<file path="src/rtl/sbar_pkg.sv">
package sbar_pkg;
   // Width needed to hold values 0..n inclusive.
   function automatic int cnt_width(input int n);
      return (n < 2) ? 1 : $clog2(n + 1);
   endfunction
endpackage

</file>
<file path="src/rtl/sbar_lane.sv">
module sbar_lane (
   input  logic clk_i,
   input  logic rst_ni,
   input  logic arrive_i,
   input  logic flag_i,
   output logic accept_o,
   output logic sense_o,
   output logic done_o
);
   logic sense_q;
   logic entered_q;
   logic waiting;

   // A participant waits while its phase differs from the published flag.
   assign waiting  = entered_q & (sense_q != flag_i);
   assign accept_o = arrive_i & ~waiting;
   assign done_o   = entered_q & (sense_q == flag_i);
   assign sense_o  = sense_q;

   always_ff @(posedge clk_i or negedge rst_ni) begin
      if (!rst_ni) begin
         sense_q   <= 1'b0;
         entered_q <= 1'b0;
      end else if (accept_o) begin
         sense_q   <= ~sense_q;
         entered_q <= 1'b1;
      end
   end
endmodule

</file>
<file path="src/rtl/sbar_popcount.sv">
module sbar_popcount #(
   parameter int N_BITS    = 4,
   parameter int OUT_W     = 3,
   parameter bit USE_CHAIN = 1'b0
) (
   input  logic [N_BITS-1:0] vec_i,
   output logic [OUT_W-1:0]  sum_o
);
   if (OUT_W < $clog2(N_BITS + 1)) begin : g_bad_width
      $error("sbar_popcount: OUT_W too narrow for N_BITS");
   end

   if (USE_CHAIN) begin : g_chain
      // Linear ripple accumulation: smallest area, deepest path.
      always_comb begin
         sum_o = '0;
         for (int k = 0; k < N_BITS; k++) begin
            sum_o = sum_o + OUT_W'(vec_i[k]);
         end
      end
   end else begin : g_builtin
      // Leave tree shaping to the synthesis tool.
      assign sum_o = OUT_W'($countones(vec_i));
   end
endmodule

</file>
<file path="src/rtl/sbar_counter.sv">
module sbar_counter #(
   parameter int N_PART = 4,
   parameter int CW     = 3
) (
   input  logic          clk_i,
   input  logic          rst_ni,
   input  logic [CW:0]   add_i,
   output logic [CW-1:0] cnt_o,
   output logic          flag_o,
   output logic          complete_o
);
   localparam logic [CW:0] TARGET = (CW + 1)'(N_PART);

   logic [CW-1:0] cnt_q;
   logic          flag_q;
   logic [CW:0]   next_sum;

   assign next_sum   = {1'b0, cnt_q} + add_i;
   assign complete_o = (add_i != '0) && (next_sum == TARGET);
   assign cnt_o      = cnt_q;
   assign flag_o     = flag_q;

   always_ff @(posedge clk_i or negedge rst_ni) begin
      if (!rst_ni) begin
         cnt_q  <= '0;
         flag_q <= 1'b0;
      end else if (complete_o) begin
         // Final arriver: clear count, publish its new phase (inverse of flag).
         cnt_q  <= '0;
         flag_q <= ~flag_q;
      end else begin
         cnt_q  <= next_sum[CW-1:0];
      end
   end
endmodule

</file>
<file path="src/rtl/sense_barrier_unit.sv">
module sense_barrier_unit #(
   parameter int N_PART    = 4,
   parameter bit USE_CHAIN = 1'b0
) (
   input  logic              clk_i,
   input  logic              rst_ni,
   input  logic [N_PART-1:0] arrive_i,
   output logic [N_PART-1:0] done_o,
   output logic              release_flag_o
);
   localparam int CW = sbar_pkg::cnt_width(N_PART);

   if (N_PART < 2) begin : g_bad_parts
      $error("sense_barrier_unit: N_PART must be at least 2");
   end

   logic [N_PART-1:0] accept_w;
   logic [N_PART-1:0] sense_w;
   logic [CW:0]       add_w;
   logic [CW-1:0]     cnt_w;
   logic              flag_w;
   logic              complete_w;

   for (genvar i = 0; i < N_PART; i++) begin : g_lane
      sbar_lane u_lane (
         .clk_i    (clk_i),
         .rst_ni   (rst_ni),
         .arrive_i (arrive_i[i]),
         .flag_i   (flag_w),
         .accept_o (accept_w[i]),
         .sense_o  (sense_w[i]),
         .done_o   (done_o[i])
      );
   end

   sbar_popcount #(.N_BITS(N_PART), .OUT_W(CW + 1), .USE_CHAIN(USE_CHAIN)) u_pop (
      .vec_i (accept_w),
      .sum_o (add_w)
   );

   sbar_counter #(.N_PART(N_PART), .CW(CW)) u_cnt (
      .clk_i      (clk_i),
      .rst_ni     (rst_ni),
      .add_i      (add_w),
      .cnt_o      (cnt_w),
      .flag_o     (flag_w),
      .complete_o (complete_w)
   );

   assign release_flag_o = flag_w;
endmodule

</file>
<file path="config.mk">
export PLATFORM = sky130hd
export DESIGN_NAME = sense_barrier_unit
export DESIGN_NICKNAME = d
export VERILOG_FILES = /design/src/rtl/sbar_pkg.sv /design/src/rtl/sbar_lane.sv /design/src/rtl/sbar_popcount.sv /design/src/rtl/sbar_counter.sv /design/src/rtl/sense_barrier_unit.sv
export SDC_FILE = /design/constraint.sdc
export NUM_CORES = 1
export LEC_CHECK = 0
export BUFFER_PORTS_ARGS = -buffer_cell sky130_fd_sc_hd__clkbuf_2
export CORE_AREA = 2 2 41 52
export DETAILED_ROUTE_END_ITERATION = 8
export DIE_AREA = 0 0 43 54
export PLACE_DENSITY = 0.67
export SLEW_MARGIN = 40
export SYNTH_ARGS = -nofsm -noshare
export SYNTH_HDL_FRONTEND = slang
export SYNTH_SLANG_ARGS = --single-unit
</file>
<file path="constraint.sdc">
create_clock -name clk_i -period 3.2 [get_ports clk_i]
set_clock_uncertainty 0.1 [all_clocks]
set_input_delay 0.48 -clock clk_i [delete_from_list [all_inputs] [get_ports clk_i]]
set_output_delay 0.48 -clock clk_i [all_outputs]
set_load 0.01 [all_outputs]
</file>
==> flow_metrics.py, run 1 <==
metrics = {
    "routing": {
        "wl_per_cell_um": 11.3,
        "viasPerCell": 4.50,
        "routed_wl_um": 1140,
        "firstDrtPassIters": 4,
        "route.vias.total": 455,
        "drc_errors": 0,
        "dr.first_iter.drc_count": 4,
        "ant_nets": 0,
    },
    "synthesis": {
        "synth_edf_count": 0,
        "synth_top_area_share_pct": 43.2,
        "yosys_warnings": 0,
        "synthesis.nets": 79,
        "yosys.cell_types.count": 19,
        "post-synth-top-count-cell": "dfrtp_1",
        "synthTopCellsByArea": "dfrtp_1 (43%), ha_1 (11%), xor2_1 (10%), fa_1 (5.8%), inv_1 (4.9%)",
        "synth_flop_cell": "dfrtp_1",
        "synth_area_per_cell_um2": 10.7,
        "synthTopCellsByCount": "dfrtp_1 (12), inv_1 (9), xor2_1 (8)",
        "synth.cell_area_um2": 694,
        "async_flop_share_pct": 100,
        "synthCells": 65,
        "synth-seq-cells": 12,
        "ys_seq_area_share_pct": 43.2,
        "yosysTopAreaCell": "dfrtp_1",
    },
    "finish": {
        "n_antenna_cell": 0,
        "utilization_pct": 46.1,
        "fin_cells": 101,
        "n_fill_cell": 192,
        "areaGrowthSynthToFinish_pct": 25.6,
        "seqCellArea_um2": 302,
        "nets": 97,
        "multi_input_area_um2": 362,
        "drive_above_1_share_pct": 44.4,
    },
    "grt": {
        "antenna_found_initial": 0,
        "track_usage_pct": 10.2,
        "grt_pass1_wl_um": 1710,
        "grt_start_max_net_pins": 13,
        "globalRouteOverflowTotal": 0,
        "grt_pass1_vias": 417,
    },
    "min_path": {
        "worstHoldPathType": "in2reg",
        "min_to": "g_lane[2].u_lane.entered_q",
        "whs_path_depth": 2,
        "worstHoldStart": "arrive_i[2]",
    },
    "place": {
        "numPortBuffers": 10,
        "gp_congestion": 0.702,
        "dp_cells": 96,
        "dp_slack_ns": -0.157,
        "dp_hpwl_um": 850,
    },
    "clocking": {
        "clk_path_buf_depth": 2,
        "cts_tree": "done",
        "cts_max_level": 1,
        "root_buffer": "clkbuf_4",
        "cts_made_buffers": 3,
        "path_clk_slew_ns": 0.07,
        "clock_latency_ns": 0.27,
        "cts.sinks": 12,
    },
    "run_status": {
        "status": "finished with violations",
        "violations": "setup timing",
    },
    "floorplan": {
        "io_pins": 11,
        "die_x_um": 43,
        "dieHeight_um": 54,
        "dieArea_um2": 2320,
        "coreArea_um2": 1890,
        "rows": 18,
        "initial_utilization_pct": 36.7,
    },
    "critical_path": {
        "crit_start": "u_cnt.flag_o",
        "path_class": "reg2reg",
        "path_cells": "xor2_1 > a21boi_1 > ha_1 > ha_2 > inv_1 > fa_1 > inv_2 > fa_2 > a2111oi_4 > nand3_1 > or3_1 > nand2_1",
        "cpLargestDelayFamily": "adder cells",
        "reg2reg_depth": 12,
        "crit_buf_inv": 2,
        "r2r-end": "u_cnt.flag_o",
        "worst_setup_path_end_kind": "flop",
        "crit_path_start_kind": "flop",
        "r2r_slack_ns": -0.07,
        "cp_slowest_cell": "fa_1",
        "critPathMaxStageDelay_ns": 0.51,
        "worstPathArrival_ns": 3.38,
        "worstPathRequired_ns": 3.31,
        "crit-reg2reg-launch": "u_cnt.flag_o",
        "cp_max_fo": 6,
    },
    "sta": {
        "max_slew_margin_pct": 79.4,
        "worst_pin_slew_ns": 0.309,
        "finalSetupViolCount": 1,
        "hold_violations": 0,
        "period_minus_slack_ns": 3.27,
        "setup_ws_ns": -0.0724,
        "fin_crit_sh_pct": 102,
        "fmax_ghz": 0.306,
        "rsz0062_at_grt": "true",
        "fin_setup_tns_ns": -0.0724,
        "slew_viol_final": 0,
    },
    "job": {
        "maxCapViolCount": 0,
    },
}
==> flip-flops by register name (all words and copies together), names as in the netlist <==
register / flops
u_cnt.cnt_o: 3
g_lane.u_lane.entered_q: 4
g_lane.u_lane.sense_o: 4
u_cnt.flag_o: 1
==> layout by cell type (no fill, tap or decap), drive strengths merged, types with 2 or more instances in the layout <==
cell type	n
clkbuf	13
dfrtp	12
buf	9
inv	9
xor2	8
ha	6
nor2	4
or2	4
a21boi	4
nand3	2
fa	2
==> how the worst max path moves through the flow <==
stage / endpoint / slack (ns) / depth (start not counted)
finish: u_cnt.flag_o / -0.07 / 12
global route: u_cnt.flag_o / -0.26 / 12
detailed placement: u_cnt.flag_o / -0.16 / 12
floorplan: u_cnt.flag_o / -0.06 / 13
CTS: u_cnt.flag_o / -0.16 / 12
global placement: u_cnt.flag_o / -0.10 / 12
==> timing repair <==
item,4_1_cts,5_1_grt
gates resized for setup,1,9
hold endpoints to repair,12,0
pin swaps,0,2
buffers inserted,0,1
setup endpoints to repair,1,2
hold buffers,1,0
==> per-layer routing <==
| layer | vias up | track usage, % | share of wire, % |
|---|---|---|---|
| li1 | 232 | - | - |
| met1 | 212 | 11.9 | 39 |
| met2 | 11 | 16.7 | 56 |
| met3 | 0 | 5.03 | 5.2 |
| met4 | 0 | 3.03 | 0 |
| met5 | - | 0 | 0 |
==> logic make-up (layout without fill, tap and decap cells) <==
family / after synthesis / in the layout / synth area share (%)
buffers and inverters: 16 / 32 / 11.0
AND/OR/NAND/NOR: 13 / 13 / 9.73
flip-flops: 12 / 12 / 43.2
XOR/XNOR: 9 / 9 / 11.4
adder cells (fa/ha/maj): 8 / 8 / 16.6
AO/OA/AOI/OAI: 7 / 7 / 8.11
==> through the flow <==
stage               hold slack, ns  cell area (um^2)
floorplan                   0.0844               694
global placement             0.285               787
detailed placement           0.285               787
CTS                          0.303               821
global route                 0.308               872
finish                       0.309               872
==> layout make-up <==
| class | instances | share of cell area [%] |
|---|---|---|
| multi-input cells | 37 | 41.5 |
| flip-flops and latches | 12 | 34.6 |
| repair buffers | 20 | 14.6 |
| inverters | 9 | 3.87 |
| well taps | 20 | 2.87 |
| clock buffers | 3 | 2.58 |
Power of run 1 is left out: the tool's default activity adds up to more than one toggle a clock period on the data nets, which glitch-free logic cannot reach.
==> inputs of run 2 (changes only) <==
--- a/config.mk
+++ b/config.mk
@@ -10,4 +10,5 @@
 export DETAILED_ROUTE_END_ITERATION = 8
 export DIE_AREA = 0 0 43 54
+export MAX_ROUTING_LAYER = met4
 export PLACE_DENSITY = 0.67
 export SLEW_MARGIN = 40
==> constraint.sdc (replaced) <==
create_clock -name clk_i -period 3.2 [get_ports clk_i]
set_clock_uncertainty 0.1 [all_clocks]
set_input_delay 0.64 -clock clk_i [delete_from_list [all_inputs] [get_ports clk_i]]
set_output_delay 0.64 -clock clk_i [all_outputs]
set_load 0.01 [all_outputs]
==> run 2 against run 1 <==
Compared with the run above: the run still ends with setup timing left; wire length shrank 4.9%; clock-buffer cell count up 1; largest cell class unchanged; utilization rose by 0.40 points; non-clock buffer count shrank 2; final cell count decreased by 0.99%; worst setup slack better by 0.018 ns; register-to-register slack improved by 0.02 ns; global-route usage increased by 1.3 points.
==> flow_metrics.py, run 2 (synthesized netlist as in run 1, its figures left out) <==
metrics = {
    "floorplan": {
        "io_pins": 11,
        "rows": 18,
        "initial_utilization_pct": 36.7,
        "dieHeight_um": 54,
        "die_x_um": 43,
        "coreArea_um2": 1890,
        "dieArea_um2": 2320,
    },
    "place": {
        "dp_slack_ns": -0.275,
        "dp_hpwl_um": 832,
        "numPortBuffers": 10,
        "gp_congestion": 0.837,
    },
    "routing": {
        "dr.first_iter.drc_count": 2,
        "wl_per_cell_um": 10.9,
        "firstDrtPassIters": 4,
        "drc_errors": 0,
        "route.vias.total": 463,
        "ant_nets": 0,
        "routed_wl_um": 1090,
        "viasPerCell": 4.63,
    },
    "finish": {
        "n_antenna_cell": 0,
        "drive_above_1_share_pct": 48.8,
        "nets": 95,
        "areaGrowthSynthToFinish_pct": 26.7,
        "final_common_cell": "dfrtp_1",
        "mostFrequentLayoutCells": "dfrtp_1 (11), clkbuf_2 (10), buf_4 (8)",
    },
    "min_path": {
        "worstHoldPathType": "in2async",
    },
    "clocking": {
        "cts_tree": "done",
        "root_buffer": "clkbuf_4",
        "cts_max_level": 1,
        "cts.sinks": 12,
        "clock_latency_ns": 0.27,
        "cts_made_buffers": 3,
        "clk_path_buf_depth": 2,
        "path_clk_slew_ns": 0.08,
    },
    "sta": {
        "worst_pin_slew_ns": 0.311,
        "max_slew_margin_pct": 79.3,
        "setup_ws_ns": -0.0540,
        "period_minus_slack_ns": 3.25,
        "finalSetupViolCount": 1,
        "slew_viol_final": 0,
        "rsz0062_at_grt": "true",
        "fmax_ghz": 0.307,
        "fin_crit_sh_pct": 102,
        "hold_violations": 0,
    },
    "critical_path": {
        "worstPathArrival_ns": 3.36,
        "crit_start": "u_cnt.flag_o",
        "crit_path_start_kind": "flop",
        "cp_max_fo": 6,
        "crit_path_frequent_cell": "inv_2",
        "crit-reg2reg-launch": "u_cnt.flag_o",
        "cpLargestDelayFamily": "adder cells",
        "cp_slowest_cell": "dfrtp_2",
        "path_cells": "xor2_1 > a21boi_2 > ha_1 > ha_2 > inv_2 > fa_1 > inv_2 > fa_2 > a2111oi_4 > nand3_1 > or3_1 > nand2_1",
        "worstPathRequired_ns": 3.31,
        "crit_buf_inv": 2,
        "path_class": "reg2reg",
        "critPathMaxStageDelay_ns": 0.50,
        "worst_setup_path_end_kind": "flop",
    },
    "grt": {
        "globalRouteOverflowTotal": 0,
        "track_usage_pct": 11.5,
        "grt_start_max_net_pins": 13,
        "grt_pass1_wl_um": 1860,
        "grt_pass1_vias": 463,
        "antenna_found_initial": 0,
    },
    "run_status": {
        "violations": "setup timing",
        "status": "finished with violations",
    },
    "job": {
        "maxCapViolCount": 0,
    },
}
## run 2: final timing paths
| path | end | slack [ns] | depth (start not counted) |
|---|---|---|---|
| max | u_cnt.flag_o | -0.05 | 12 |
| min | g_lane[2].u_lane.sense_o | 0.14 | 1 |
| max reg2reg | u_cnt.flag_o | -0.05 | 12 |
| min reg2reg | g_lane[3].u_lane.sense_o | 0.42 | 1 |
| max in group asynchronous | u_cnt.flag_o | 2.60 | 1 |
| min in group clk_i | g_lane[3].u_lane.sense_o | 0.42 | 1 |
## run 2: stage by stage
stage / setup TNS [ns] / util [%] / std cells / hold slack [ns] / instance area, um^2
2_1_floorplan: -0.0634 / - / 65 / 0.244 / 694
6_report: -0.0540 / 46.5 / 100 / 0.143 / 880
3_5_place_dp: -0.275 / 40.8 / 94 / 0.379 / 772
5_1_grt: -0.204 / 46.5 / 100 / 0.149 / 880
3_3_place_gp: -0.201 / 40.8 / 94 / 0.373 / 772
4_1_cts: -0.0895 / 44.4 / 99 / 0.148 / 840
## run 2: cell type report
cell class,instances,area (um^2)
clock buffers,4,36.3
inverters,9,33.8
repair buffers,18,110
well taps,20,25.0
multi-input cells,37,373
flip-flops and latches,12,302
fillers,187,1010
## run 2: metal layers
metal  track usage (%)  part of all wire [%]
met1              13.1                    41
met2              17.2                    52
met3              3.02                   3.4
met4              9.09                   2.7
met5                 -                     0
## run 2: worst reg2reg max path, delay by kind of cell, from the launching register on
kind / cells / cell delay (ns)
AO/OA/AOI/OAI: 2 / 0.32
buffers and inverters: 2 / 0.12
XOR/XNOR: 1 / 0.25
flip-flops: 1 / 0.50
adder cells (fa/ha/maj): 4 / 1.39
AND/OR/NAND/NOR: 3 / 0.51
## run 2: repair_timing
action,in CTS,in global routing
gates resized for setup,6,7
hold buffers,0,0
endpoints found under the setup margin,1,1
pin swaps,3,3
setup buffers,1,1
Power of run 2 is left out for the same reason.
